`config.mk`:
```
export PLATFORM = sky130hd
export DESIGN_NAME = tile_mask_gen
export DESIGN_NICKNAME = d
export VERILOG_FILES = /design/src/rtl/tmg_pkg.sv /design/src/rtl/tmg_pipe_reg.sv /design/src/rtl/tmg_band_table.sv /design/src/rtl/tmg_mask_calc.sv /design/src/rtl/tile_mask_gen.sv
export SDC_FILE = /design/constraint.sdc
export NUM_CORES = 1
export LEC_CHECK = 0
export ABC_AREA = 1
export BUFFER_PORTS_ARGS = -buffer_cell sky130_fd_sc_hd__clkbuf_2
export CORE_MARGIN = 4
export CORE_UTILIZATION = 40
export CTS_CLUSTER_SIZE = 24
export DETAILED_ROUTE_END_ITERATION = 12
export GPL_TIMING_DRIVEN = 1
export SYNTH_ARGS = -nofsm -noshare
export SYNTH_HDL_FRONTEND = slang
export SYNTH_SLANG_ARGS = --single-unit
```
`constraint.sdc`:
```
create_clock -name clk -period 2.89 [get_ports clk]
set_input_delay 0.578 -clock clk [delete_from_list [all_inputs] [get_ports clk]]
set_output_delay 0.578 -clock clk [all_outputs]
set_load 0.03 [all_outputs]
```
`src/rtl/tmg_pkg.sv`:
```
// Package: tmg_pkg
// Shared helpers for the band tile mask generator.
// Assumes no coordinate in the design is wider than TMG_WIDE_W-1 bits.
package tmg_pkg;

    localparam int TMG_WIDE_W = 17;

    typedef logic [TMG_WIDE_W-1:0] tmg_wide_t;

    // True when inclusive ranges [a_lo,a_hi] and [b_lo,b_hi] share a value.
    function automatic logic tmg_overlap(
        input tmg_wide_t a_lo,
        input tmg_wide_t a_hi,
        input tmg_wide_t b_lo,
        input tmg_wide_t b_hi
    );
        return (a_lo <= b_hi) && (b_lo <= a_hi);
    endfunction

endpackage

```
`src/rtl/tmg_pipe_reg.sv`:
```
// Module: tmg_pipe_reg
// One valid/ready pipeline register. It takes new data when it is empty or
// when its content leaves in the same cycle. Assumes the upstream side holds
// its data stable while in_valid is high and in_ready is low.
module tmg_pipe_reg #(
    parameter int W = 8
) (
    input  logic         clk,
    input  logic         rst_n,
    input  logic         in_valid,
    output logic         in_ready,
    input  logic [W-1:0] in_data,
    output logic         out_valid,
    input  logic         out_ready,
    output logic [W-1:0] out_data
);

    logic         vld_q;
    logic [W-1:0] dat_q;

    // Ready whenever the slot is free or is draining this cycle.
    always_comb begin
        in_ready = !vld_q || out_ready;
    end

    // Occupancy flag of the slot.
    always_ff @(posedge clk) begin
        if (!rst_n) begin
            vld_q <= 1'b0;
        end else if (in_ready) begin
            vld_q <= in_valid;
        end
    end

    // Payload capture on every transfer into the slot.
    always_ff @(posedge clk) begin
        if (in_valid && in_ready) begin
            dat_q <= in_data;
        end
    end

    assign out_valid = vld_q;
    assign out_data  = dat_q;

endmodule

```
`src/rtl/tmg_band_table.sv`:
```
// Module: tmg_band_table
// Turns the programmed last row of each band into inclusive row ranges plus
// an in-use flag per band. Band 0 starts at row 0, and band i starts one row
// after band i-1 ends. Assumes the last rows rise strictly with band index.
module tmg_band_table #(
    parameter int MAX_TILES = 4,
    parameter int COORD_W   = 12,
    parameter int CNT_W     = 2
) (
    input  logic [MAX_TILES*COORD_W-1:0]   cfg_band_last,
    input  logic [CNT_W-1:0]               cfg_band_cnt_m1,
    output logic [MAX_TILES*(COORD_W+1)-1:0] band_top,
    output logic [MAX_TILES*(COORD_W+1)-1:0] band_bot,
    output logic [MAX_TILES-1:0]           band_en
);

    localparam int RW = COORD_W + 1;

    for (genvar gi = 0; gi < MAX_TILES; gi++) begin : g_band
        // Bottom row is the programmed value, widened by one bit.
        assign band_bot[gi*RW +: RW] = {1'b0, cfg_band_last[gi*COORD_W +: COORD_W]};

        if (gi == 0) begin : g_first
            // First band always starts at the top of the screen.
            assign band_top[gi*RW +: RW] = '0;
        end else begin : g_next
            // Later bands start on the row below the previous band.
            assign band_top[gi*RW +: RW] =
                {1'b0, cfg_band_last[(gi-1)*COORD_W +: COORD_W]} + RW'(1);
        end

        // A band is in use when its index is within the programmed count.
        assign band_en[gi] = (CNT_W'(gi) <= cfg_band_cnt_m1);
    end

endmodule

```
`src/rtl/tmg_mask_calc.sv`:
```
// Module: tmg_mask_calc
// Combinational mask builder. A bit is set for each in-use band whose row
// range overlaps the box's row range. A malformed box, or one whose left
// edge lies beyond the screen width, gives no bits.
module tmg_mask_calc
    import tmg_pkg::*;
#(
    parameter int MAX_TILES = 4,
    parameter int COORD_W   = 12
) (
    input  logic [COORD_W-1:0]               min_x,
    input  logic [COORD_W-1:0]               max_x,
    input  logic [COORD_W-1:0]               min_y,
    input  logic [COORD_W-1:0]               max_y,
    input  logic [COORD_W-1:0]               screen_w,
    input  logic [MAX_TILES*(COORD_W+1)-1:0] band_top,
    input  logic [MAX_TILES*(COORD_W+1)-1:0] band_bot,
    input  logic [MAX_TILES-1:0]             band_en,
    output logic [MAX_TILES-1:0]             mask
);

    localparam int RW = COORD_W + 1;

    logic box_ok;

    // Box is usable when both ranges are ordered and it starts on screen.
    always_comb begin
        box_ok = (min_x <= max_x) && (min_y <= max_y) && (min_x < screen_w);
    end

    for (genvar gi = 0; gi < MAX_TILES; gi++) begin : g_bit
        // Per-band overlap test on inclusive row ranges.
        assign mask[gi] = box_ok && band_en[gi] &&
            tmg_overlap(tmg_wide_t'(min_y), tmg_wide_t'(max_y),
                        tmg_wide_t'(band_top[gi*RW +: RW]),
                        tmg_wide_t'(band_bot[gi*RW +: RW]));
    end

endmodule

```
`src/rtl/tile_mask_gen.sv`:
```
// Module: tile_mask_gen
// Top of the band tile mask generator. Stage 1 registers the incoming
// command box. The mask is built from the stage 1 content, and stage 2
// registers the identifier and mask for the header store. Assumes the
// configuration inputs are stable while commands are in flight.
module tile_mask_gen #(
    parameter int ID_W      = 8,
    parameter int COORD_W   = 12,
    parameter int MAX_TILES = 4,
    localparam int CNT_W    = (MAX_TILES > 1) ? $clog2(MAX_TILES) : 1
) (
    input  logic                         clk,
    input  logic                         rst_n,
    input  logic [CNT_W-1:0]             cfg_band_cnt_m1,
    input  logic [MAX_TILES*COORD_W-1:0] cfg_band_last,
    input  logic [COORD_W-1:0]           cfg_screen_w,
    input  logic                         in_valid,
    output logic                         in_ready,
    input  logic [ID_W-1:0]              in_cmd_id,
    input  logic [COORD_W-1:0]           in_min_x,
    input  logic [COORD_W-1:0]           in_max_x,
    input  logic [COORD_W-1:0]           in_min_y,
    input  logic [COORD_W-1:0]           in_max_y,
    output logic                         hdr_valid,
    input  logic                         hdr_ready,
    output logic [ID_W-1:0]              hdr_cmd_id,
    output logic [MAX_TILES-1:0]         hdr_mask
);

    localparam int RW   = COORD_W + 1;
    localparam int S1_W = ID_W + 4*COORD_W;
    localparam int S2_W = ID_W + MAX_TILES;

    logic [S1_W-1:0]           s1_in, s1_out;
    logic                      s1_valid, s2_in_ready;
    logic [S2_W-1:0]           s2_in, s2_out;
    logic [MAX_TILES*RW-1:0]   band_top, band_bot;
    logic [MAX_TILES-1:0]      band_en;
    logic [MAX_TILES-1:0]      mask_c;
    logic [ID_W-1:0]           s1_id;
    logic [COORD_W-1:0]        s1_min_x, s1_max_x, s1_min_y, s1_max_y;

    // Pack the incoming command for stage 1.
    always_comb begin
        s1_in = {in_cmd_id, in_min_x, in_max_x, in_min_y, in_max_y};
    end

    tmg_pipe_reg #(.W(S1_W)) u_stage1 (
        .clk       (clk),
        .rst_n     (rst_n),
        .in_valid  (in_valid),
        .in_ready  (in_ready),
        .in_data   (s1_in),
        .out_valid (s1_valid),
        .out_ready (s2_in_ready),
        .out_data  (s1_out)
    );

    // Unpack the stage 1 content.
    always_comb begin
        {s1_id, s1_min_x, s1_max_x, s1_min_y, s1_max_y} = s1_out;
    end

    tmg_band_table #(
        .MAX_TILES (MAX_TILES),
        .COORD_W   (COORD_W),
        .CNT_W     (CNT_W)
    ) u_bands (
        .cfg_band_last   (cfg_band_last),
        .cfg_band_cnt_m1 (cfg_band_cnt_m1),
        .band_top        (band_top),
        .band_bot        (band_bot),
        .band_en         (band_en)
    );

    tmg_mask_calc #(
        .MAX_TILES (MAX_TILES),
        .COORD_W   (COORD_W)
    ) u_mask (
        .min_x    (s1_min_x),
        .max_x    (s1_max_x),
        .min_y    (s1_min_y),
        .max_y    (s1_max_y),
        .screen_w (cfg_screen_w),
        .band_top (band_top),
        .band_bot (band_bot),
        .band_en  (band_en),
        .mask     (mask_c)
    );

    // Pack the identifier and computed mask for stage 2.
    always_comb begin
        s2_in = {s1_id, mask_c};
    end

    tmg_pipe_reg #(.W(S2_W)) u_stage2 (
        .clk       (clk),
        .rst_n     (rst_n),
        .in_valid  (s1_valid),
        .in_ready  (s2_in_ready),
        .in_data   (s2_in),
        .out_valid (hdr_valid),
        .out_ready (hdr_ready),
        .out_data  (s2_out)
    );

    // Drive the header write fields.
    always_comb begin
        {hdr_cmd_id, hdr_mask} = s2_out;
    end

endmodule

```
==> impl_metrics.toml, run 1 <==
[power]
p_total_mw = 3.10
p_per_area_nw_per_um2 = 432
p_leak_nw = 3.88
peakVddDrop_v = 0.000399

[floorplan]
die-width_um = 129
initial_utilization = 0.407
fp.dieH_um = 129
core-area_um2 = 14500
io_pins = 136
die_area_um2 = 16700
row_count = 44

[critical_path]
startpoint_type = "primary input"
crit_start = "cfg_band_last[12]"
critPathCaptureType = "register"
worstPathCellList = "clkbuf_2 > ha_1 > nand3_2 > nor3_2 > nand3_1 > xor2_1 > ha_1 > a21o_1 > a21oi_1 > nand2_1 > nor2_1 > nand2_1 > nand2_1 > nand2_1 > nor2_1"
crit_arrival_ns = 2.61
cp.required_ns = 3.08
critPathKind = "in -> reg"
critPathMaxStageDelay_ns = 0.29
crit_fanout = 4
r2r-start = "u_stage1.out_data[23]$_DFFE_PP_"
crit_top_cell = "nand2_1"
cp_slowest_cell = "ha_1"

[sta]
hold_viol = 0
worst_pin_slew_ns = 0.397
fin_crit_ns = 2.42
drv_slew = 0
rsz0062_at_grt = "no"
finalCritPeriodShare = 0.838
slew_headroom = 0.734
fmax_mhz = 413
fin_skew_ns = 0.00688
timing.final.ws_setup_ns = 0.469
setup_viol = 0
finalSetupTns_ns = 0

[clock_tree]
clockBufferDepth = 2
post_cts_resize_count = 0
htreeDepth = 3
cts_root_buf = "clkbuf_16"
postCtsSetupBuffers = 0
clkTransAtPathRegs_ns = 0.06
cts_sinks = 70
cts-hold-fix-buffers = 0
worstSkewPairLatency_ns = 0.33
cts_tree = "done"
cts_buffers = 9

[run_status]
outcome = "complete, no violations"

[logic_synthesis]
syn_area_per_cell_um2 = 8.60
synth-warning-count = 0
synth-seq-cells = 70
syn_area_um2 = 5890
synthDistinctLibCells = 26
yosysSeqAreaShare = 0.354
synthCells = 685
synth_nets = 929

[layout]
layout_commonest_cell = "nand2_1"
antennaDiodeCount = 0
fin_area_um2 = 7160
nets = 1078
final_cell_mix = "141 x nand2_1, 138 x inv_1, 135 x clkbuf_2, 122 x ha_1, 68 x edfxtp_1"
drive_above_1_share = 0.201
final_util = 0.495
fillCellCount = 1422
synthToLayoutAreaGrowth_pct = 21.6

[detailed_routing]
ant_nets = 0
dr.pass1.iters = 5
vias_per_cell = 4.73
drc = 0
wl_met2_mm = 6.16
met3_length_um = 998
wl_per_cell_um = 13.6
wl_met1_mm = 6.58
via_count = 4842
top_layer = "met4"
drt-total-wl_mm = 13.9
first_iter_violations = 219

[global_route]
antenna_found_initial = 0
grt.overflow.total = 0
grt_pass1_wl_mm = 22.8
grt_pass1_vias = 4889
grt_max_degree = 45
groute.usage.overall = 0.174

[worst_hold_path]
min_path_type = "reg -> reg"
hp-start = "u_stage1.out_data[49]$_DFFE_PP_"

[placed_design]
hpwl_mm = 11.9
pre_cts_ws_ns = 0.106
place_area_um2 = 6830
gpl.final_weighted_congestion = 0.891
portBuffers = 135

[job]
cap_violations = 0
[registers in the layout, indices dropped and copies added, names as in the netlist]
register	count
u_stage2.out_data	12
u_stage2.out_valid	1
u_stage1.out_data	56
u_stage1.out_valid	1
[worst max-delay path, delay by kind of cell]
kind / cells / cell delay (ns)
adder cells (fa/ha/maj): 2 / 0.51
XOR/XNOR: 1 / 0.17
AND/OR/NAND/NOR: 9 / 0.93
buffers and inverters: 1 / 0.13
AO/OA/AOI/OAI: 2 / 0.31
[cell type report]
cell class	instances	area, um2	area share
multi-input cells	474	3280	0.458
clock inverters	4	77.6	0.0108
clock buffers	12	256	0.0358
repair buffers	138	711	0.0992
inverters	141	529	0.0739
flip-flops and latches	70	2080	0.291
well taps	184	230	0.0321
[logic make-up (layout without fill, tap and decap cells)]
kind of cell / count (synthesis) / count (layout) / synth area share
flip-flops: 70 / 70 / 0.354
AO/OA/AOI/OAI: 63 / 63 / 0.0569
XOR/XNOR: 30 / 30 / 0.0446
AND/OR/NAND/NOR: 259 / 259 / 0.196
buffers and inverters: 141 / 295 / 0.0899
adder cells (fa/ha/maj): 122 / 122 / 0.259
[power by group]
part	switching, mW	leakage (nW)	internal [mW]
clock network	0.419	0.163	0.808
registers	0.0392	0.679	1.18
logic	0.378	3.04	0.272
total	0.837	3.88	2.26
[final timing paths]
kind / endpoint / slack, ns / cells past startpoint
min: u_stage2.out_data[5]$_DFFE_PP_ / 0.42 / 0
max reg2reg: u_stage2.out_data[0]$_DFFE_PP_ / 0.95 / 7
max: u_stage2.out_data[2]$_DFFE_PP_ / 0.47 / 15
min reg2reg: u_stage2.out_data[5]$_DFFE_PP_ / 0.42 / 0
[routing by layer]
metal  vias to the layer above  track usage
met5                         -            0
li1                       2583            -
met1                      2126        0.231
met3                        15       0.0449
met4                         0       0.0537
met2                       118        0.279
[cells in the mapped netlist]
library cell / count / share of area
a21o_1: 4 / 0.0051
a21oi_1: 45 / 0.038
and2_1: 1 / 0.0011
and3_1: 2 / 0.0021
dfxtp_1: 2 / 0.0068
edfxtp_1: 68 / 0.35
ha_1: 122 / 0.26
inv_1: 139 / 0.089
inv_2: 2 / 0.0013
nand2_1: 141 / 0.090
nand2_2: 1 / 0.0011
nand3_1: 32 / 0.027
nand3_2: 3 / 0.0051
nand4_1: 21 / 0.022
nor2_1: 43 / 0.027
nor2_2: 3 / 0.0032
nor3_1: 5 / 0.0042
nor3_2: 2 / 0.0034
nor4_1: 1 / 0.0011
nor4_2: 1 / 0.0021
nor4_4: 1 / 0.0036
o21a_1: 3 / 0.0038
o21ai_0: 10 / 0.0085
o21bai_1: 1 / 0.0013
or2_2: 2 / 0.0021
xor2_1: 30 / 0.045
[per-stage QoR]
step                      instances  hold slack, ns
after CTS                      1023           0.410
after detailed placement       1007           0.405
after global routing           1023           0.404
after global placement         1007           0.401
after floorplan                 685           0.400
final                          1023           0.416
Power figures use the tool's default switching activity.
==> run 2: changes to the inputs <==
==> constraint.sdc (replaced) <==
create_clock -name clk -period 2.3 [get_ports clk]
set_input_delay 0.46 -clock clk [delete_from_list [all_inputs] [get_ports clk]]
set_output_delay 0.46 -clock clk [all_outputs]
set_load 0.03 [all_outputs]
==> impl_metrics.toml, run 2 (same netlist as run 1, synthesis figures left out) <==
[run_status]
outcome = "complete, no violations"

[critical_path]
worstSetupPathDepth = 16
critPathCaptureType = "register"
path_buf_inv = 1
r2r-start = "u_stage1.out_data[23]$_DFFE_PP_"
r2r-end = "u_stage2.out_data[2]$_DFFE_PP_"
crit_fanout = 3
ff2ff_path_depth = 9
crit_arrival_ns = 2.40
ff2ff_setup_slack_ns = 0.27
worstPathCellList = "buf_8 > ha_4 > nand3_4 > nor2_4 > nand2_2 > nor3_2 > xor2_1 > ha_1 > a21o_1 > a21oi_2 > nand2_1 > nor2_1 > nand2_1 > nand2_1 > nand2_1 > nor2_1"
critPathMaxStageDelay_ns = 0.29
path_delay_family = "simple AND/OR/NAND/NOR gates"
startpoint_type = "primary input"
cp_slowest_cell = "ha_1"
endpoint = "u_stage2.out_data[1]$_DFFE_PP_"
cp.required_ns = 2.50
crit_top_cell = "nand2_1"
crit_start = "cfg_band_last[1]"
critPathKind = "in -> reg"

[sta]
slew_headroom = 0.678
fin_crit_ns = 2.20
fin_skew_ns = 0.00448
worst_pin_slew_ns = 0.483
timing.final.ws_setup_ns = 0.0974
fmax_mhz = 454
hold_viol = 0
rsz0062_at_grt = "yes"
drv_slew = 0
setup_viol = 0
finalCritPeriodShare = 0.958

[layout]
nets = 1126
fillCellCount = 1404
largest_reg_flops = 56
final_cell_mix = "138 x nand2_1, 137 x inv_1, 131 x clkbuf_2, 116 x ha_1, 68 x edfxtp_1"
drive_above_1_share = 0.271
antennaDiodeCount = 0
synthToLayoutAreaGrowth_pct = 31.4
layout_commonest_cell = "nand2_1"

[floorplan]
core-area_um2 = 14500
die-width_um = 129
die_area_um2 = 16700
io_pins = 136
fp.dieH_um = 129
initial_utilization = 0.407
row_count = 44

[placed_design]
pre_cts_ws_ns = -0.252
portBuffers = 135
gpl.final_weighted_congestion = 0.836
hpwl_mm = 12.2

[detailed_routing]
via_count = 5015
met3_length_mm = 1.06
vias_per_cell = 4.68
dr.pass1.iters = 4
ant_nets = 0
wl_met2_mm = 7.01
drt-total-wl_mm = 14.6
drc = 0
top_layer = "met4"
wl_met1_mm = 6.38
wl_per_cell_um = 13.6
first_iter_violations = 191

[global_route]
groute.usage.overall = 0.178
antenna_found_initial = 0
grt_max_degree = 44
grt.overflow.total = 0
grt_pass1_vias = 5053
grt_pass1_wl_mm = 23.2

[clock_tree]
clkTransAtPathRegs_ns = 0.06
cts_buffers = 9
htreeDepth = 3
cts-hold-fix-buffers = 0
worstSkewPairLatency_ns = 0.33
cts_tree = "done"
clockBufferDepth = 2
cts_sinks = 70
cts_root_buf = "clkbuf_16"

[power]
p_total_mw = 3.94
peakVddDrop_v = 0.000498
p_leak_nw = 4.12
p_per_area_nw_per_um2 = 509

[job]
cap_violations = 0

[worst_hold_path]
min_path_type = "in -> reg"
## run 2: cell types whose count changed in the layout (fill, tap and decap cells not counted), moves of 4 or more
cell,before,now
nor2_1,43,39
clkbuf_2,135,131
buf_4,2,48
nand3_1,32,27
ha_4,0,6
ha_1,122,116
nand3_4,0,4
## run 2: power by group
group	switching, mW	total, mW	internal [mW]	leakage [nW]
logic	0.517	0.926	0.409	3.29
clock network	0.538	1.49	0.948	0.154
registers	0.0447	1.53	1.48	0.679
total	1.10	3.94	2.84	4.12
## run 2: metal layers
metal,GRT usage,vias up
li1,-,2672
met1,0.217,2219
met2,0.306,110
met3,0.0548,14
met4,0.0463,0
met5,0,-
## run 2: what timing repair did
| action | in CTS | in global routing |
|---|---|---|
| buffers inserted | 0 | 3 |
| resized for setup | 0 | 46 |
| setup endpoints to repair | 0 | 3 |
## run 2: area by class of cell
type	instances	area [um2]	share of cell area
inverters	141	533	0.0689
clock inverters	6	86.3	0.0112
well taps	184	230	0.0298
multi-input cells	474	3480	0.450
flip-flops and latches	70	2080	0.269
repair buffers	186	1090	0.142
clock buffers	10	229	0.0296
## run 2: through the flow
step | setup TNS [ns] | area (um2) | std cells | utilization | hold WS [ns]
2_1_floorplan | 0 | 5900 | 685 | - | 0.400
3_3_place_gp | -0.574 | 7180 | 1052 | 0.496 | 0.401
3_5_place_dp | -0.684 | 7180 | 1052 | 0.496 | 0.406
4_1_cts | 0 | 7490 | 1068 | 0.517 | 0.286
5_1_grt | -0.165 | 7740 | 1071 | 0.534 | 0.281
6_report | 0 | 7740 | 1071 | 0.534 | 0.297
## run 2: how the worst min path moves through the flow
stage	cells after the start	start	end
2_1_floorplan	0	u_stage1.out_data[54]$_DFFE_PP_	u_stage2.out_data[10]$_DFFE_PP_
3_3_place_gp	0	u_stage1.out_data[55]$_DFFE_PP_	u_stage2.out_data[11]$_DFFE_PP_
3_5_place_dp	0	u_stage1.out_data[53]$_DFFE_PP_	u_stage2.out_data[9]$_DFFE_PP_
4_1_cts	1	in_max_y[7]	u_stage1.out_data[7]$_DFFE_PP_
5_1_grt	1	in_max_y[7]	u_stage1.out_data[7]$_DFFE_PP_
6_report	1	in_max_y[7]	u_stage1.out_data[7]$_DFFE_PP_
